==> src/rtl/evt_timebase_pkg.sv <==
package evt_timebase_pkg;
  localparam int ADDR_W = 4;

  typedef enum logic [ADDR_W-1:0] {
    RG_SAMPLE  = 4'd0,
    RG_CNT_HI  = 4'd1,
    RG_EVT_HI  = 4'd2,
    RG_FRZ_HI  = 4'd3,
    RG_PSC     = 4'd4,
    RG_CTRL    = 4'd5,
    RG_EVT     = 4'd6,
    RG_ELAPSED = 4'd7
  } reg_addr_e;

  localparam logic [31:0] CMD_FRZ_ARM   = 32'd1;
  localparam logic [31:0] CMD_FRZ_DISARM = 32'd2;
  localparam logic [31:0] CMD_FRZ_CLR   = 32'd3;
  localparam logic [31:0] CMD_CNT_CLR   = 32'd4;
  localparam logic [31:0] CMD_DBG_ON    = 32'd6;
  localparam logic [31:0] CMD_DBG_OFF   = 32'd7;
endpackage

==> src/rtl/evt_count_core.sv <==
module evt_count_core #(
  parameter int CNT_W = 64,
  parameter int PSC_W = 16
) (
  input  logic             clk,
  input  logic             rst,
  input  logic             clr,
  input  logic             hold,
  input  logic [PSC_W-1:0] psc,
  output logic [CNT_W-1:0] count,
  output logic             adv
);
  logic [PSC_W-1:0] phase_q;

  // a lowered prescale value still fires at once thanks to >=
  assign adv = !hold && (phase_q >= psc);

  always_ff @(posedge clk) begin
    if (rst || clr) begin
      phase_q <= '0;
      count   <= '0;
    end else if (!hold) begin
      phase_q <= adv ? '0 : phase_q + 1'b1;
      if (adv) count <= count + 1'b1;
    end
  end
endmodule

==> src/rtl/evt_match_unit.sv <==
module evt_match_unit #(
  parameter int CNT_W = 64
) (
  input  logic             clk,
  input  logic             rst,
  input  logic [CNT_W-1:0] count,
  input  logic             adv,
  input  logic [CNT_W-1:0] evt_time,
  input  logic [CNT_W-1:0] frz_thr,
  input  logic             evt_wr,
  input  logic             frz_armed,
  input  logic             frz_clr,
  output logic             evt_flag,
  output logic             frz_act
);
  logic lands_on_thr;
  assign lands_on_thr = adv && ((count + 1'b1) == frz_thr);

  always_ff @(posedge clk) begin
    if (rst) begin
      evt_flag <= 1'b0;
      frz_act  <= 1'b0;
    end else begin
      if (evt_wr) evt_flag <= 1'b0;
      else if (count >= evt_time) evt_flag <= 1'b1;

      if (frz_clr) frz_act <= 1'b0;
      else if (frz_armed && lands_on_thr) frz_act <= 1'b1;
    end
  end
endmodule

==> src/rtl/evt_sample_bank.sv <==
module evt_sample_bank #(
  parameter int N_MST = 4,
  parameter int W     = 32,
  localparam int SEL_W = (N_MST > 1) ? $clog2(N_MST) : 1
) (
  input  logic             clk,
  input  logic             we,
  input  logic [SEL_W-1:0] sel,
  input  logic [W-1:0]     wdata,
  output logic [W-1:0]     rdata
);
  // one write port, one read port on the same index: maps to distributed RAM
  logic [W-1:0] mem [N_MST];

  always_ff @(posedge clk) begin
    if (we) mem[sel] <= wdata;
  end

  assign rdata = mem[sel];
endmodule

==> src/rtl/evt_timebase.sv <==
module evt_timebase
  import evt_timebase_pkg::*;
#(
  parameter int N_MST = 4,
  parameter int PSC_W = 16,
  localparam int MID_W = (N_MST > 1) ? $clog2(N_MST) : 1,
  localparam int CNT_W = 64,
  localparam int HALF  = CNT_W / 2
) (
  input  logic              clk,
  input  logic              rst,
  input  logic              bus_wr,
  input  logic              bus_rd,
  input  logic [ADDR_W-1:0] bus_addr,
  input  logic [MID_W-1:0]  bus_mid,
  input  logic [HALF-1:0]   bus_wdata,
  output logic [HALF-1:0]   bus_rdata,
  output logic              event_hit,
  output logic              freeze_hit
);
  logic [CNT_W-1:0] count_w;
  logic             adv_w;
  logic [CNT_W-1:0] evt_time_q, frz_thr_q;
  logic [PSC_W-1:0] psc_q;
  logic             frz_armed_q, dbg_q;
  logic [HALF-1:0]  ref_q;
  logic [HALF-1:0]  sample_rd, sample_wd, low_pick;
  logic             sample_we;

  logic wr_sample, wr_evt, wr_frz, wr_psc, wr_ctrl, rd_hi, rd_elapsed;
  logic cnt_clr, frz_clr;

  assign wr_sample  = bus_wr && (bus_addr == RG_SAMPLE);
  assign wr_evt     = bus_wr && (bus_addr == RG_EVT_HI);
  assign wr_frz     = bus_wr && (bus_addr == RG_FRZ_HI);
  assign wr_psc     = bus_wr && (bus_addr == RG_PSC);
  assign wr_ctrl    = bus_wr && (bus_addr == RG_CTRL);
  assign rd_elapsed = bus_rd && (bus_addr == RG_ELAPSED);
  assign rd_hi      = bus_rd && (bus_addr == RG_CNT_HI || bus_addr == RG_EVT_HI ||
                                 bus_addr == RG_FRZ_HI);

  assign cnt_clr = wr_ctrl && (bus_wdata == CMD_CNT_CLR);
  assign frz_clr = wr_ctrl && (bus_wdata == CMD_FRZ_CLR);

  always_comb begin
    unique case (bus_addr)
      RG_EVT_HI: low_pick = evt_time_q[HALF-1:0];
      RG_FRZ_HI: low_pick = frz_thr_q[HALF-1:0];
      default:   low_pick = count_w[HALF-1:0];
    endcase
  end

  assign sample_we = wr_sample || rd_hi;
  assign sample_wd = wr_sample ? bus_wdata : low_pick;

  evt_sample_bank #(.N_MST(N_MST), .W(HALF)) u_bank (
    .clk  (clk),
    .we   (sample_we),
    .sel  (bus_mid),
    .wdata(sample_wd),
    .rdata(sample_rd)
  );

  evt_count_core #(.CNT_W(CNT_W), .PSC_W(PSC_W)) u_core (
    .clk  (clk),
    .rst  (rst),
    .clr  (cnt_clr),
    .hold (freeze_hit || dbg_q),
    .psc  (psc_q),
    .count(count_w),
    .adv  (adv_w)
  );

  evt_match_unit #(.CNT_W(CNT_W)) u_match (
    .clk      (clk),
    .rst      (rst),
    .count    (count_w),
    .adv      (adv_w),
    .evt_time (evt_time_q),
    .frz_thr  (frz_thr_q),
    .evt_wr   (wr_evt),
    .frz_armed(frz_armed_q),
    .frz_clr  (frz_clr),
    .evt_flag (event_hit),
    .frz_act  (freeze_hit)
  );

  always_ff @(posedge clk) begin
    if (rst) begin
      evt_time_q  <= '1;
      frz_thr_q   <= '1;
      psc_q       <= '0;
      frz_armed_q <= 1'b0;
      dbg_q       <= 1'b0;
      ref_q       <= '0;
    end else begin
      if (wr_evt) evt_time_q <= {bus_wdata, sample_rd};
      if (wr_frz) frz_thr_q  <= {bus_wdata, sample_rd};
      if (wr_psc) psc_q      <= bus_wdata[PSC_W-1:0];
      if (wr_ctrl) begin
        case (bus_wdata)
          CMD_FRZ_ARM:    frz_armed_q <= 1'b1;
          CMD_FRZ_DISARM: frz_armed_q <= 1'b0;
          CMD_DBG_ON:     dbg_q       <= 1'b1;
          CMD_DBG_OFF:    dbg_q       <= 1'b0;
          default: ;
        endcase
      end
      if (cnt_clr) ref_q <= '0;
      else if (rd_elapsed) ref_q <= count_w[HALF-1:0];
    end
  end

  always_ff @(posedge clk) begin
    if (rst) begin
      bus_rdata <= '0;
    end else if (bus_rd) begin
      case (bus_addr)
        RG_SAMPLE:  bus_rdata <= sample_rd;
        RG_CNT_HI:  bus_rdata <= count_w[CNT_W-1:HALF];
        RG_EVT_HI:  bus_rdata <= evt_time_q[CNT_W-1:HALF];
        RG_FRZ_HI:  bus_rdata <= frz_thr_q[CNT_W-1:HALF];
        RG_PSC:     bus_rdata <= HALF'(psc_q);
        RG_CTRL:    bus_rdata <= {{(HALF-3){1'b0}}, dbg_q, frz_armed_q, freeze_hit};
        RG_EVT:     bus_rdata <= {{(HALF-1){1'b0}}, event_hit};
        RG_ELAPSED: bus_rdata <= count_w[HALF-1:0] - ref_q;
        default:    bus_rdata <= '0;
      endcase
    end
  end
endmodule

==> config.mk <==
export PLATFORM = sky130hd
export DESIGN_NAME = evt_timebase
export DESIGN_NICKNAME = d
export VERILOG_FILES = /design/src/rtl/evt_timebase_pkg.sv /design/src/rtl/evt_count_core.sv /design/src/rtl/evt_match_unit.sv /design/src/rtl/evt_sample_bank.sv /design/src/rtl/evt_timebase.sv
export SDC_FILE = /design/constraint.sdc
export NUM_CORES = 1
export LEC_CHECK = 0
export ABC_AREA = 0
export BUFFER_PORTS_ARGS = -buffer_cell sky130_fd_sc_hd__buf_2
export CORE_ASPECT_RATIO = 0.8
export CORE_UTILIZATION = 60
export DETAILED_ROUTE_END_ITERATION = 10
export GPL_ROUTABILITY_DRIVEN = 0
export PLACE_DENSITY = 0.77
export SYNTH_ARGS = -nofsm -noshare
export SYNTH_HDL_FRONTEND = slang
export SYNTH_SLANG_ARGS = --single-unit
==> constraint.sdc <==
create_clock -name clk -period 4.85 [get_ports clk]
set_input_delay 0.2425 -clock clk [delete_from_list [all_inputs] [get_ports clk]]
set_output_delay 0.2425 -clock clk [all_outputs]
set_load 0.005 [all_outputs]
==> reports/summary.txt <==
DIE AREA: 39400 um^2
Seq pwr share: 48.2%
Initial core utilization: 60.8%
Switch Pwr: 2.03 mW
Combinational power share: 10.1%
Vias: 21400
# setup viols final: 0
First-pass GRT wire length: 118 mm
Final net count: 2766
Final ANT Viol Nets: 0
Asr flop ratio synth: 0%
Routed length per instance: 25.2 um
Std-Cell Rows: 64
Max-slew headroom: 7.28%
Reg2reg start: u_core.count[1]
Slowest stage delay, CP: 0.62 ns
Max-Cap Viols: 0
Drt initial violations: 3979
Largest net degree at the start of global routing: 69
FMAX: 268 MHz
Unrepaired setup endpoints after global routing: false
Fin. Hold Viols: 0
Synth Register Bits: 420
Hold Crit Class: primary input to flop
Synth Cell Area: 23200 um^2
Primary FF master, synth: dfxtp_1
Clock latency at the later pin of the worst-skew pair: 0.59 ns
Hold Startpoint: bus_wdata[10]
FF-to-FF path depth: 10
Hold Slack: 0.0186 ns
Pre-Repair DR Iteration Count: 9
CP Data Required Time: 5.36 ns
Critical path depth: 10
GR Overflow Total: 0
Top Family by Delay on Critical Path: simple AND/OR/NAND/NOR gates
I/O pin count: 76
PD cells: 305 nW/um^2
Chip height: 178 um
Area Growth Syn to Fin: 9.29%
DP HPWL: 58.3 mm
Placed Cells: 3036
Syn_area_per_cell: 8.85 um^2
Layout cell share with drive strength beyond 1: 8.88%
Yosys warning count: 0
Net Sw Frac: 26.2%
Crit-path slowest cell: nor3_2
CP Capture Point: u_match.frz_act
RR Endpoint: u_match.frz_act
Cell-internal power: 5.70 mW
Clock skew: 0.0307 ns
Syn nets: 2777
Clk pwr share: 41.7%
Core area: 38100 um^2
Final worst-path cycle share: 77.0%
Worst path bufs/invs: 0
Fin crit period: 3.73 ns
Die width: 222 um
Total Wirelength: 79.3 mm
Maximum root-to-sink buffer count: 3
Worst Hold Depth: 3
Residual DRC: 0
CTS resizes: 0
Critical Path Fanout Max: 11
Crit Path Category: flop to flop
# port buffers: 75
Vias per cell: 6.82
CTS tree: built
CTS Sinks: 420
Vias in the first global route: 19400
Reg-to-reg slack, setup: 1.12 ns
Status: finished clean
Crit path from: u_core.count[1]
Final Non-Filler Cells: 3142
Filler instances: 3040
Initial antenna violation count: 7
Final Util: 66.5%
Worst Max-Slew Pin Slew: 1.38 ns
CTS Root Cell: clkbuf_16
Max Transition Viols Final: 0
Clk pin slew, worst setup/hold paths: 0.06 ns
Cell Chain, Critical Path: ha_1 > nand3_1 > nor3_2 > nand4_1 > or4_1 > o31a_1 > nor4_1 > and4_1 > nand4_1 > nand2_1
Critical path capture point type: flop
H-tree levels: 2
Mapped Cells: 2621
EDFF count, synth: 128
Sequential element share of the synthesized area: 41.8%
Max IR drop VDD: 358 uV
TritonCTS Buffers: 43
Gr usage total: 39.6%
CP startpoint kind: flop
Reported leakage power: 10.1 nW
Arrival time of the worst setup path: 4.25 ns
CP dominant cell by count: nand4_1
Setup tns final: 0 ns
Synth unique cells: 77
Postcts setup bufs: 0
## stage by stage
stage	area, um^2	worst slack, ns	power [mW]
2_1_floorplan	23200	0.444	4.23
3_3_place_gp	23700	1.06	4.49
3_5_place_dp	23700	1.03	4.51
4_1_cts	25300	1.23	7.68
5_1_grt	25300	0.878	7.90
6_report	25300	1.12	7.73
## layout make-up
type                            instances  area (um^2)  area share [%]
Multi-Input combinational cell       1884        12300            48.6
Sequential cell                       420         9690            38.2
Clock buffer                           53         1120            4.43
Timing Repair Buffer                  130          863            3.41
Tap cell                              495          619            2.44
Inverter                              131          492            1.94
Clock inverter                         27          228           0.899
Antenna cell                            2         5.00          0.0198
## power groups by stage
stage / combinational (mW) / clock [mW] / sequential, mW
2_1_floorplan: 0.444 / 0 / 3.78
3_3_place_gp: 0.702 / 0 / 3.79
3_5_place_dp: 0.717 / 0 / 3.80
4_1_cts: 0.736 / 3.23 / 3.72
5_1_grt: 0.810 / 3.36 / 3.73
6_report: 0.777 / 3.23 / 3.72
## Yosys cell counts (all sizes together), types with 18 or more instances
cell type,n,area (um^2)
xor2,55,482
ha,113,1410
nor2,167,627
and3,20,125
o22a,64,561
o211ai,45,338
nand4,62,403
inv,131,492
or3,21,131
mux4,32,721
dfxtp,292,5850
edfxtp,128,3840
nand3,114,571
mux2i,24,240
clkbuf,147,553
o21ai,157,786
nor4,41,312
and4,18,158
nand2,408,1530
a21oi,134,671
buf,39,194
nor3,53,270
xnor2,124,1090
a21o,38,285
## state kept, by name (all words and copies together), names as in the netlist, 16 cells and up
name	count
psc_q	16
ref_q	32
frz_thr_q	64
u_core.phase_q	16
u_bank.mem	128
u_core.count	64
bus_rdata	32
evt_time_q	64
## timing repair
| item | CTS | global route |
|---|---|---|
| setup endpoints to repair | 0 | 0 |
| endpoints found under the hold margin | 43 | 0 |
| hold buffers | 24 | 0 |
## per-layer routing
metal,GRT usage [%],vias up,part of all wire (%)
met5,0,-,0.055
met4,14.5,8,4.1
met3,15.1,273,16
met2,56.4,1613,40
met1,54.3,10200,39
li1,-,9377,-
## how the worst min path moves through the flow
stage and end:
2_1_floorplan evt_time_q[32], 3_3_place_gp bus_rdata[7], 3_5_place_dp ref_q[19], 4_1_cts psc_q[6], 5_1_grt psc_q[0], 6_report psc_q[10]
## layout by cell type, fill, tap and decap left out, drive strengths merged, types with 10 or more instances in the layout
cell | netlist | final
dfxtp | 292 | 292
a222oi | 13 | 13
nor2b | 16 | 16
clkinv | 0 | 20
nand2 | 408 | 408
clkbuf | 147 | 53
xor2 | 55 | 55
nor3 | 53 | 53
o211ai | 45 | 45
xnor2 | 124 | 124
nand2b | 14 | 14
and2 | 10 | 10
mux4 | 32 | 32
nor4 | 41 | 41
and3 | 20 | 20
nand3 | 114 | 114
nand4 | 62 | 62
dlygate4sd3 | 0 | 24
o22a | 64 | 64
a221oi | 16 | 16
inv | 131 | 133
edfxtp | 128 | 128
o21ai | 157 | 157
a211oi | 12 | 12
ha | 113 | 113
and4 | 18 | 18
buf | 39 | 106
a21oi | 134 | 134
or3 | 21 | 21
mux2i | 24 | 24
a21o | 38 | 38
nor2 | 167 | 167
## cells by family after synthesis
logic type / after synthesis / synth area share (%)
simple gates: 972 / 19.8
fa+ha+maj: 114 / 6.18
xor+xnor: 179 / 6.76
mux: 58 / 4.24
compound gates: 561 / 15.9
flops: 420 / 41.8
buf+inv: 317 / 5.34
## worst min-delay path, stage by stage
cell     delay [ns]
buf_2          0.17
nand2_1        0.09
a21oi_1        0.06
No activity file was read; power rests on OpenSTA's default activity.
